## config.mk

```make
export PLATFORM = sky130hd
export DESIGN_NAME = pm_func_decoder
export DESIGN_NICKNAME = d
export VERILOG_FILES = /design/src/rtl/pmfd_pkg.sv /design/src/rtl/pmfd_ctrl.sv /design/src/rtl/pmfd_dpath.sv /design/src/rtl/pm_func_decoder.sv
export SDC_FILE = /design/constraint.sdc
export NUM_CORES = 1
export LEC_CHECK = 0
export BUFFER_PORTS_ARGS = -buffer_cell sky130_fd_sc_hd__clkbuf_2
export CAP_MARGIN = 20
export CELL_PAD_IN_SITES_DETAIL_PLACEMENT = 0
export CELL_PAD_IN_SITES_GLOBAL_PLACEMENT = 1
export CORE_MARGIN = 8
export CORE_UTILIZATION = 33
export CTS_CLUSTER_DIAMETER = 80
export DETAILED_ROUTE_END_ITERATION = 10
export MAX_ROUTING_LAYER = met4
export PLACE_DENSITY = 0.94
export RECOVER_POWER = 50
export SLEW_MARGIN = 10
export SYNTH_ARGS = -nofsm -noshare
export SYNTH_HDL_FRONTEND = slang
export SYNTH_SLANG_ARGS = --single-unit
```

## constraint.sdc

```tcl
create_clock -name clk -period 5.2 [get_ports clk]
set_clock_uncertainty 0.1 [all_clocks]
set_input_delay 0.78 -clock clk [delete_from_list [all_inputs] [get_ports clk]]
set_output_delay 0.78 -clock clk [all_outputs]
set_load 0.01 [all_outputs]
```

## src/rtl/pmfd_pkg.sv

```systemverilog
package pmfd_pkg;

  localparam int EVT_N = 4;

  // PM1 bit position for each event index: timer, global lock, power button, RTC
  localparam int STS_POS [EVT_N] = '{0, 5, 8, 10};

  typedef enum logic [2:0] {
    SEL_NONE,
    SEL_PIN,
    SEL_PMCTL,
    SEL_PMBASE,
    SEL_SMBBASE,
    SEL_SMBCTL
  } cfgSel_t;

  typedef struct packed {
    logic wrPin;
    logic wrPmCtl;
    logic wrPmBase;
    logic wrSmbBase;
    logic wrSmbCtl;
    logic wrSts;
    logic wrEnable;
    logic rdSts;
    logic rdEnable;
  } pmStrobe_t;

  function automatic logic [15:0] spreadEvt(input logic [EVT_N-1:0] v);
    logic [15:0] r;
    r = '0;
    for (int i = 0; i < EVT_N; i++) r[STS_POS[i]] = v[i];
    return r;
  endfunction

  function automatic logic [EVT_N-1:0] gatherEvt(input logic [15:0] w);
    logic [EVT_N-1:0] r;
    for (int i = 0; i < EVT_N; i++) r[i] = w[STS_POS[i]];
    return r;
  endfunction

endpackage

```

## src/rtl/pmfd_ctrl.sv

```systemverilog
module pmfd_ctrl
  import pmfd_pkg::*;
#(
  parameter int CFG_AW       = 8,
  parameter int IO_AW        = 16,
  parameter int PM_WIN_LOG2  = 7,
  parameter int SMB_WIN_LOG2 = 4,
  parameter logic [CFG_AW-1:0] PIN_OFF     = 8'h3C,
  parameter logic [CFG_AW-1:0] PMCTL_OFF   = 8'h40,
  parameter logic [CFG_AW-1:0] PMBASE_OFF  = 8'h48,
  parameter logic [CFG_AW-1:0] SMBBASE_OFF = 8'h90,
  parameter logic [CFG_AW-1:0] SMBCTL_OFF  = 8'hD0,
  parameter int STS_OFF = 0,
  parameter int EN_OFF  = 2
) (
  input  logic                          cfgWrEn,
  input  logic [CFG_AW-1:0]             cfgAddr,
  input  logic [IO_AW-1:0]              ioAddr,
  input  logic                          ioWrEn,
  input  logic                          pmEn,
  input  logic                          smbEn,
  input  logic [IO_AW-1:PM_WIN_LOG2]    pmBase,
  input  logic [IO_AW-1:SMB_WIN_LOG2]   smbBase,
  output pmStrobe_t                     strobe,
  output cfgSel_t                       cfgSel,
  output logic                          pmHit,
  output logic                          smbHit
);

  localparam int DW_HI = CFG_AW - 1;
  localparam logic [PM_WIN_LOG2-1:0] STS_O = PM_WIN_LOG2'(STS_OFF);
  localparam logic [PM_WIN_LOG2-1:0] EN_O  = PM_WIN_LOG2'(EN_OFF);

  logic [DW_HI:2] dw;
  logic [PM_WIN_LOG2-1:0] pmOff;

  assign dw    = cfgAddr[DW_HI:2];
  assign pmOff = ioAddr[PM_WIN_LOG2-1:0];

  always_comb begin
    cfgSel = SEL_NONE;
    if (dw == PIN_OFF[DW_HI:2])          cfgSel = SEL_PIN;
    else if (dw == PMCTL_OFF[DW_HI:2])   cfgSel = SEL_PMCTL;
    else if (dw == PMBASE_OFF[DW_HI:2])  cfgSel = SEL_PMBASE;
    else if (dw == SMBBASE_OFF[DW_HI:2]) cfgSel = SEL_SMBBASE;
    else if (dw == SMBCTL_OFF[DW_HI:2])  cfgSel = SEL_SMBCTL;
  end

  assign pmHit  = pmEn  && (ioAddr[IO_AW-1:PM_WIN_LOG2]  == pmBase);
  assign smbHit = smbEn && (ioAddr[IO_AW-1:SMB_WIN_LOG2] == smbBase);

  always_comb begin
    strobe           = '0;
    strobe.wrPin     = cfgWrEn && (cfgSel == SEL_PIN);
    strobe.wrPmCtl   = cfgWrEn && (cfgSel == SEL_PMCTL);
    strobe.wrPmBase  = cfgWrEn && (cfgSel == SEL_PMBASE);
    strobe.wrSmbBase = cfgWrEn && (cfgSel == SEL_SMBBASE);
    strobe.wrSmbCtl  = cfgWrEn && (cfgSel == SEL_SMBCTL);
    strobe.rdSts     = pmHit && (pmOff == STS_O);
    strobe.rdEnable  = pmHit && (pmOff == EN_O);
    strobe.wrSts     = ioWrEn && strobe.rdSts;
    strobe.wrEnable  = ioWrEn && strobe.rdEnable;
  end

endmodule

```

## src/rtl/pmfd_dpath.sv

```systemverilog
module pmfd_dpath
  import pmfd_pkg::*;
#(
  parameter int IO_AW        = 16,
  parameter int PM_WIN_LOG2  = 7,
  parameter int SMB_WIN_LOG2 = 4,
  parameter logic [7:0] PIN_RST = 8'h01
) (
  input  logic                         clk,
  input  logic                         rstN,
  input  pmStrobe_t                    strobe,
  input  cfgSel_t                      cfgSel,
  input  logic [3:0]                   cfgByteEn,
  input  logic [31:0]                  cfgWrData,
  input  logic [15:0]                  ioWrData,
  input  logic [EVT_N-1:0]             evtPulse,
  output logic [31:0]                  cfgRdData,
  output logic [15:0]                  ioRdData,
  output logic                         pmEn,
  output logic                         smbEn,
  output logic [IO_AW-1:PM_WIN_LOG2]   pmBase,
  output logic [IO_AW-1:SMB_WIN_LOG2]  smbBase,
  output logic                         sciOut
);

  logic [7:0]        pinQ;
  logic [3:0]        smbCtlQ;
  logic [EVT_N-1:0]  stsQ;
  logic [EVT_N-1:0]  enQ;
  logic [EVT_N-1:0]  clrMask;

  assign smbEn   = smbCtlQ[0];
  assign clrMask = strobe.wrSts ? gatherEvt(ioWrData) : '0;

  always_ff @(posedge clk) begin
    if (!rstN) begin
      pinQ    <= PIN_RST;
      pmEn    <= 1'b0;
      smbCtlQ <= '0;
      pmBase  <= '0;
      smbBase <= '0;
      stsQ    <= '0;
      enQ     <= '0;
    end else begin
      if (strobe.wrPin && cfgByteEn[1]) pinQ <= cfgWrData[15:8];
      if (strobe.wrPmCtl && cfgByteEn[1]) pmEn <= cfgWrData[15];
      if (strobe.wrSmbCtl && cfgByteEn[2]) smbCtlQ <= cfgWrData[19:16];
      if (strobe.wrPmBase) begin
        for (int i = PM_WIN_LOG2; i < IO_AW; i++)
          if (cfgByteEn[i/8]) pmBase[i] <= cfgWrData[i];
      end
      if (strobe.wrSmbBase) begin
        for (int i = SMB_WIN_LOG2; i < IO_AW; i++)
          if (cfgByteEn[i/8]) smbBase[i] <= cfgWrData[i];
      end
      stsQ <= (stsQ & ~clrMask) | evtPulse;
      if (strobe.wrEnable) enQ <= gatherEvt(ioWrData);
    end
  end

  always_comb begin
    cfgRdData = '0;
    unique case (cfgSel)
      SEL_PIN:     cfgRdData[15:8] = pinQ;
      SEL_PMCTL:   cfgRdData[15] = pmEn;
      SEL_PMBASE:  begin
        cfgRdData[IO_AW-1:PM_WIN_LOG2] = pmBase;
        cfgRdData[0] = 1'b1;
      end
      SEL_SMBBASE: begin
        cfgRdData[IO_AW-1:SMB_WIN_LOG2] = smbBase;
        cfgRdData[0] = 1'b1;
      end
      SEL_SMBCTL:  cfgRdData[19:16] = smbCtlQ;
      default:     cfgRdData = '0;
    endcase
  end

  always_comb begin
    ioRdData = '0;
    if (strobe.rdSts)         ioRdData = spreadEvt(stsQ);
    else if (strobe.rdEnable) ioRdData = spreadEvt(enQ);
  end

  assign sciOut = (pinQ != 8'h00) && |(stsQ & enQ);

endmodule

```

## src/rtl/pm_func_decoder.sv

```systemverilog
module pm_func_decoder
  import pmfd_pkg::*;
#(
  parameter int CFG_AW       = 8,
  parameter int IO_AW        = 16,
  parameter int PM_WIN_LOG2  = 7,
  parameter int SMB_WIN_LOG2 = 4,
  parameter logic [7:0] PIN_RST = 8'h01
) (
  input  logic              clk,
  input  logic              rstN,
  input  logic              cfgWrEn,
  input  logic [CFG_AW-1:0] cfgAddr,
  input  logic [3:0]        cfgByteEn,
  input  logic [31:0]       cfgWrData,
  output logic [31:0]       cfgRdData,
  input  logic [IO_AW-1:0]  ioAddr,
  input  logic              ioWrEn,
  input  logic [15:0]       ioWrData,
  output logic [15:0]       ioRdData,
  input  logic [EVT_N-1:0]  evtPulse,
  output logic              pmHit,
  output logic              smbHit,
  output logic              sciOut
);

  pmStrobe_t                    strobe;
  cfgSel_t                      cfgSel;
  logic                         pmEn;
  logic                         smbEn;
  logic [IO_AW-1:PM_WIN_LOG2]   pmBase;
  logic [IO_AW-1:SMB_WIN_LOG2]  smbBase;

  pmfd_ctrl #(
    .CFG_AW(CFG_AW), .IO_AW(IO_AW),
    .PM_WIN_LOG2(PM_WIN_LOG2), .SMB_WIN_LOG2(SMB_WIN_LOG2)
  ) u_ctrl (
    .cfgWrEn(cfgWrEn), .cfgAddr(cfgAddr), .ioAddr(ioAddr), .ioWrEn(ioWrEn),
    .pmEn(pmEn), .smbEn(smbEn), .pmBase(pmBase), .smbBase(smbBase),
    .strobe(strobe), .cfgSel(cfgSel), .pmHit(pmHit), .smbHit(smbHit)
  );

  pmfd_dpath #(
    .IO_AW(IO_AW), .PM_WIN_LOG2(PM_WIN_LOG2),
    .SMB_WIN_LOG2(SMB_WIN_LOG2), .PIN_RST(PIN_RST)
  ) u_dpath (
    .clk(clk), .rstN(rstN), .strobe(strobe), .cfgSel(cfgSel),
    .cfgByteEn(cfgByteEn), .cfgWrData(cfgWrData), .ioWrData(ioWrData),
    .evtPulse(evtPulse), .cfgRdData(cfgRdData), .ioRdData(ioRdData),
    .pmEn(pmEn), .smbEn(smbEn), .pmBase(pmBase), .smbBase(smbBase),
    .sciOut(sciOut)
  );

endmodule

```

# Word-level counts from Yosys, hierarchy flattened
# Index checks and enable logic that the tools add are counted.
# word_totals
regBits	42
in_bits	84
out_inout_bits	51
word_cells	63
# op_classes
eq_ne	13
mux	14
bitwise_logic	4
n_reduce_logical	23
# ops
op	count
case mux 7 bit (3 select lines)	1
2-to-1 mux 3 bit	6
2-to-1 mux 16 bit	1
logical AND 1 bit	15
equality test 12 bit	1
equality test 6 x 5 -> 1 bit (second input constant)	2
equality test 6 bit (second input constant)	2
2-to-1 mux 11 bit	1
equality test 9 bit	1
AND 4 bit	2
2-to-1 mux 4 bit	2
AND reduction 2 bit	4
nonzero test 8 bit	1
equality test 7 x 2 -> 1 bit (second input constant)	1
zero test 7 bit	1
equality test 3 x 2 -> 1 bit (second input constant)	2
equality test 3 bit (second input constant)	2
equality test 6 x 4 -> 1 bit (second input constant)	1
inverter 4 bit	1
OR 4 bit	1
case mux 1 bit (4 select lines)	1
OR reduction 4 bit	1
equality test 3 x 1 -> 1 bit (second input constant)	1
case mux 1 bit (2 select lines)	1
other kinds (2)	2

# Depth between registers and ports, before layout
# logic_depth
depth_word	9
depth_mapped	6
ltp_nobuf	5

# By module
# Synthesis repeated with hierarchy kept, for this count alone.
# hier_totals
cells_unflattened	318
area_unflattened_um2	2807.7
# modules_own_cells
module	n_inst	cells_per_inst	area_per_inst_um2	seq_area_each_um2
pmfd_dpath	1	259	2348.5	840.8
pmfd_ctrl	1	59	459.2	0.0

# Worst setup path after synthesis
# No wires, ideal clock.
# synth_timing
kind	input port to output port
from	input ioAddr[9]
to	output ioRdData[0]
arrival_time_ns	2.107
required_ns	4.320
path_slack_ns	2.213
path_stages	5
n_path_buf	1
path_cell_list	a221o_1 or4_1 clkbuf_1 nand2b_1 nor2_1
# synth_via
elab_chain_len	5
word_cells_on_any_way	6
cone_classes	eq/ne: 1; mux: 2; reduce/logical: 3
# synth_lines
item	line	rtl
start, declared	pm_func_decoder.sv:17	input logic [IO_AW-1:0] ioAddr,
equality test 9 bit (*)	pmfd_ctrl.sv:49	assign pmHit = pmEn && (ioAddr[IO_AW-1:PM_WIN_LOG2] == pmBase);
logical AND 1 bit (*)	pmfd_ctrl.sv:49	
logical AND 1 bit	pmfd_ctrl.sv:60	strobe.rdEnable = pmHit && (pmOff == EN_O);
2-to-1 mux 11 bit	pmfd_dpath.sv:82	else if (strobe.rdEnable) ioRdData = spreadEvt(enQ);
2-to-1 mux 16 bit (*)	pmfd_dpath.sv:81	if (strobe.rdSts) ioRdData = spreadEvt(stsQ);
end, declared	pm_func_decoder.sv:20	output logic [15:0] ioRdData,
# Every way passes the cells marked *; elsewhere a longest branch is shown, timed or not.

# Worst setup path in the final report
# layout_timing
from	input cfgAddr[3]
to	output cfgRdData[11]
# layout_via
elab_chain_len	8
word_cells_on_any_way	14
cone_classes	eq/ne: 8; mux: 6
# layout_lines
item	line	rtl
start, declared	pm_func_decoder.sv:13	input logic [CFG_AW-1:0] cfgAddr,
equality test 6 bit	pmfd_ctrl.sv:46	else if (dw == SMBCTL_OFF[DW_HI:2]) cfgSel = SEL_SMBCTL;
2-to-1 mux 3 bit	pmfd_ctrl.sv:46	
2-to-1 mux 3 bit	pmfd_ctrl.sv:45	else if (dw == SMBBASE_OFF[DW_HI:2]) cfgSel = SEL_SMBBASE;
2-to-1 mux 3 bit	pmfd_ctrl.sv:44	else if (dw == PMBASE_OFF[DW_HI:2]) cfgSel = SEL_PMBASE;
2-to-1 mux 3 bit	pmfd_ctrl.sv:43	else if (dw == PMCTL_OFF[DW_HI:2]) cfgSel = SEL_PMCTL;
2-to-1 mux 3 bit (*)	pmfd_ctrl.sv:42	if (dw == PIN_OFF[DW_HI:2]) cfgSel = SEL_PIN;
equality test 3 bit, or another cell as far along	pmfd_dpath.sv:63	unique case (cfgSel)
case mux 7 bit (3 select lines) (*)	pmfd_dpath.sv:63	
end, declared	pm_func_decoder.sv:16	output logic [31:0] cfgRdData,
# Marks and branches as above.

==> metrics.txt <==
post-synth cell types 40; DR vias/cell between 4 and 5; Final Critical Period ~3700 ps; vias in the first global route 2103; Fin. Hold Viols 0; initial antenna violation count 0; Max FO, Critical Path 15; share of cells above drive strength 1 0.232; 1st-pass router iterations 4; first-pass GRT wire length roughly 10000 µm; Main synth FF type dfxtp_1; Die ar. 10200 µm²; Port Buf Inserts 76; Combinational Power Share 0.106; worst hold path startpoint u_dpath.pinQ[1]; Worst Path Buf+Inv 3; Slowest cell on crit path nor3_2; average wire per standard cell 14.5 µm; CP Launch Type primary input; post-CTS resize count 0; biggest area consumer among synthesized cells dfxtp_1; Post-synth EDFFs 0; synthesized flop and latch total 42; DRC Markers 0; worst hold path type reg2reg; status complete, no violations; Max-Cap Viols 0; clock power share 0.352; Reg2Reg Depth 5; normalized max-slew margin 0.232; Slew Viols, Final 0; top-area cell type share of the netlist area 0.352; CP endpoint kind output port; Async S/R FF share, synth 0; TritonCTS buffer count 5; GPL Wtd Cong 0.828; Detail Route Antenna Nets 0; Fin Setup TNS 0 ps; WL final about 6600 µm; hpwl dp 5360 µm; Cell Rows 31; WP data required 4320 ps; io pins between 100 and 150; most frequent cells in the layout 70 x clkbuf_2, 42 x dfxtp_1, 35 x nor2_1; Least-Margin Pin Slew ~1100 ps; worst-case clock buffer depth 2; Lkg Pwr 1.38 nW; # nets final roughly 440; Clock Tree Root clkbuf_8; net switching power ~0.16 mW; Hold Path Cell Cnt 2; RR Startpoint u_dpath.pmBase[9]; Congestion Overflow GR 0; cell family with most CP delay simple AND/OR/NAND/NOR gates; Placed Area between 2000 and 3000 µm²; Util after Layout 0.395; clock latency on the worst-skew pair approximately 300 ps; Reg power frac 0.542; Starting Density 0.335; Synth Area per Inst 8.41 µm²; internal power 0.443 mW; Pwr per Cell Area between 200 and 250 nW/µm²; Cell Chain, Critical Path clkbuf_1, or4b_1, nor3_2, a222oi_1, inv_1, clkbuf_2; clk slew on worst S/H paths ~90 ps; worst r2r dst u_dpath.stsQ[0]; # setup viols final 0; post-CTS setup buffer count 0; Yosys warnings 0; Total GRT Usage 0.130; Worst path max stage delay 840 ps; sw frac 0.264; CTS Sinks 42; Power, Total 0.602 mW; pre-CTS WS 1540 ps; sequential-to-total area share from yosys stat 0.352; CP startpoint cfgAddr[3]; Peak VDD IR 0.103 mV; Cells after Synth around 280; Area Overhead vs Synth 18.0%; pin count of the biggest net entering global routing 38; most common cell after layout, fill and taps aside clkbuf_2; CTS HTree Levels 2; PnR worst setup slack 1470 ps; top cells by area, synth dfxtp_1 35%, mux2i_1 13%, buf_4 8.5%; core box area 7140 µm²; Vias 2156; Synth Cell Area 2390 µm²; antenna cells 0; die height 101 µm; RSZ-0062 raised after global routing false; Chip Width 101 µm; f_max 0.268 GHz; hold buffers post-CTS 0; DRT iter0 DRCs 123; WHS Endpoint u_dpath.pinQ[1]; Arrival @ worst endpoint 2850 ps; CP Class in2out; CTS tree yes; final worst path period share 0.716; design area 2820 µm²; flop-to-flop setup slack 3130 ps
synthesized netlist by cell type (2+ instances only):
library cell / n
nand2b_1: 3
a222oi_1: 7
xnor2_1: 13
a21oi_1: 12
xor2_1: 5
mux2i_1: 31
nand2_1: 20
clkbuf_1: 7
nor3_2: 2
nand3_1: 4
a31oi_1: 4
o21ai_0: 8
dfxtp_1: 42
nand4_1: 8
or4_1: 2
nor4_1: 6
a22o_1: 2
inv_1: 20
buf_4: 27
nor3_1: 3
and2_1: 4
a221o_1: 2
nor2_1: 35
worst max path at each step:
stage | endpoint | slack (ps) | cells after the start
6_report | cfgRdData[11] | 1470 | 6
2_1_floorplan | ioRdData[0] | 2210 | 5
3_3_place_gp | cfgRdData[11] | 1520 | 6
5_1_grt | cfgRdData[11] | 1340 | 6
3_5_place_dp | cfgRdData[8] | 1540 | 6
4_1_cts | cfgRdData[8] | 1530 | 6
registers in the layout, summed over array words and instances (netlist names):
signal / cells
u_dpath.enQ: 4
u_dpath.pinQ: 8
u_dpath.pmBase: 9
u_dpath.pmEn: 1
u_dpath.smbBase: 12
u_dpath.smbCtlQ: 4
u_dpath.stsQ: 4
metal layers:
layer  vias up  wire [µm]  GRT usage  part of all wire
li1       1076          -          -                 -
met3         7        536     0.0387             0.081
met5         -          0          -                 0
met1       988       2870      0.148              0.43
met2        85       3160      0.215              0.47
met4         0         87     0.0401             0.013
power by group through the flow:
stage / registers, mW / clock network (mW) / logic [mW]
after floorplan: 0.333 / 0 / 0.0469
after global placement: 0.334 / 0 / 0.0630
after detailed placement: 0.334 / 0 / 0.0641
after CTS: 0.326 / 0.217 / 0.0644
after global routing: 0.327 / 0.231 / 0.0710
final: 0.326 / 0.212 / 0.0641
final cells by class:
| cell class | instances | area (µm²) |
|---|---|---|
| Timing Repair Buffer | 77 | 380 |
| Tap cell | 99 | 124 |
| Sequential cell | 42 | 841 |
| Multi-Input combinational cell | 210 | 1300 |
| Inverter | 21 | 78.8 |
| Fill cell | 805 | 4320 |
| Clock inverter | 3 | 21.3 |
| Clock buffer | 5 | 68.8 |
stage by stage:
stage | hold WS (ps) | cells
6_report | 383 | 457
5_1_grt | 397 | 457
4_1_cts | 382 | 457
3_5_place_dp | 369 | 449
3_3_place_gp | 360 | 449
2_1_floorplan | 348 | 310
worst reg2reg max path, cell delays in order, from the launching register on:
cell and delay (ps):
dfxtp_1 360, inv_1 60, a221o_1 320, or4_1 590
and4bb_1 400, a31oi_1 110
cell families after synthesis:
| kind of cell | after synthesis | share of synthesized area |
|---|---|---|
| and+or+nand+nor | 97 | 0.208 |
| buffers and inverters | 58 | 0.137 |
| DFF | 42 | 0.352 |
| AOI/OAI and AO/OA | 37 | 0.105 |
| muxes | 31 | 0.130 |
| xor gates and xnor gates | 18 | 0.0660 |
| other | 1 | 0.00157 |
(Power assumes the default switching activity.)
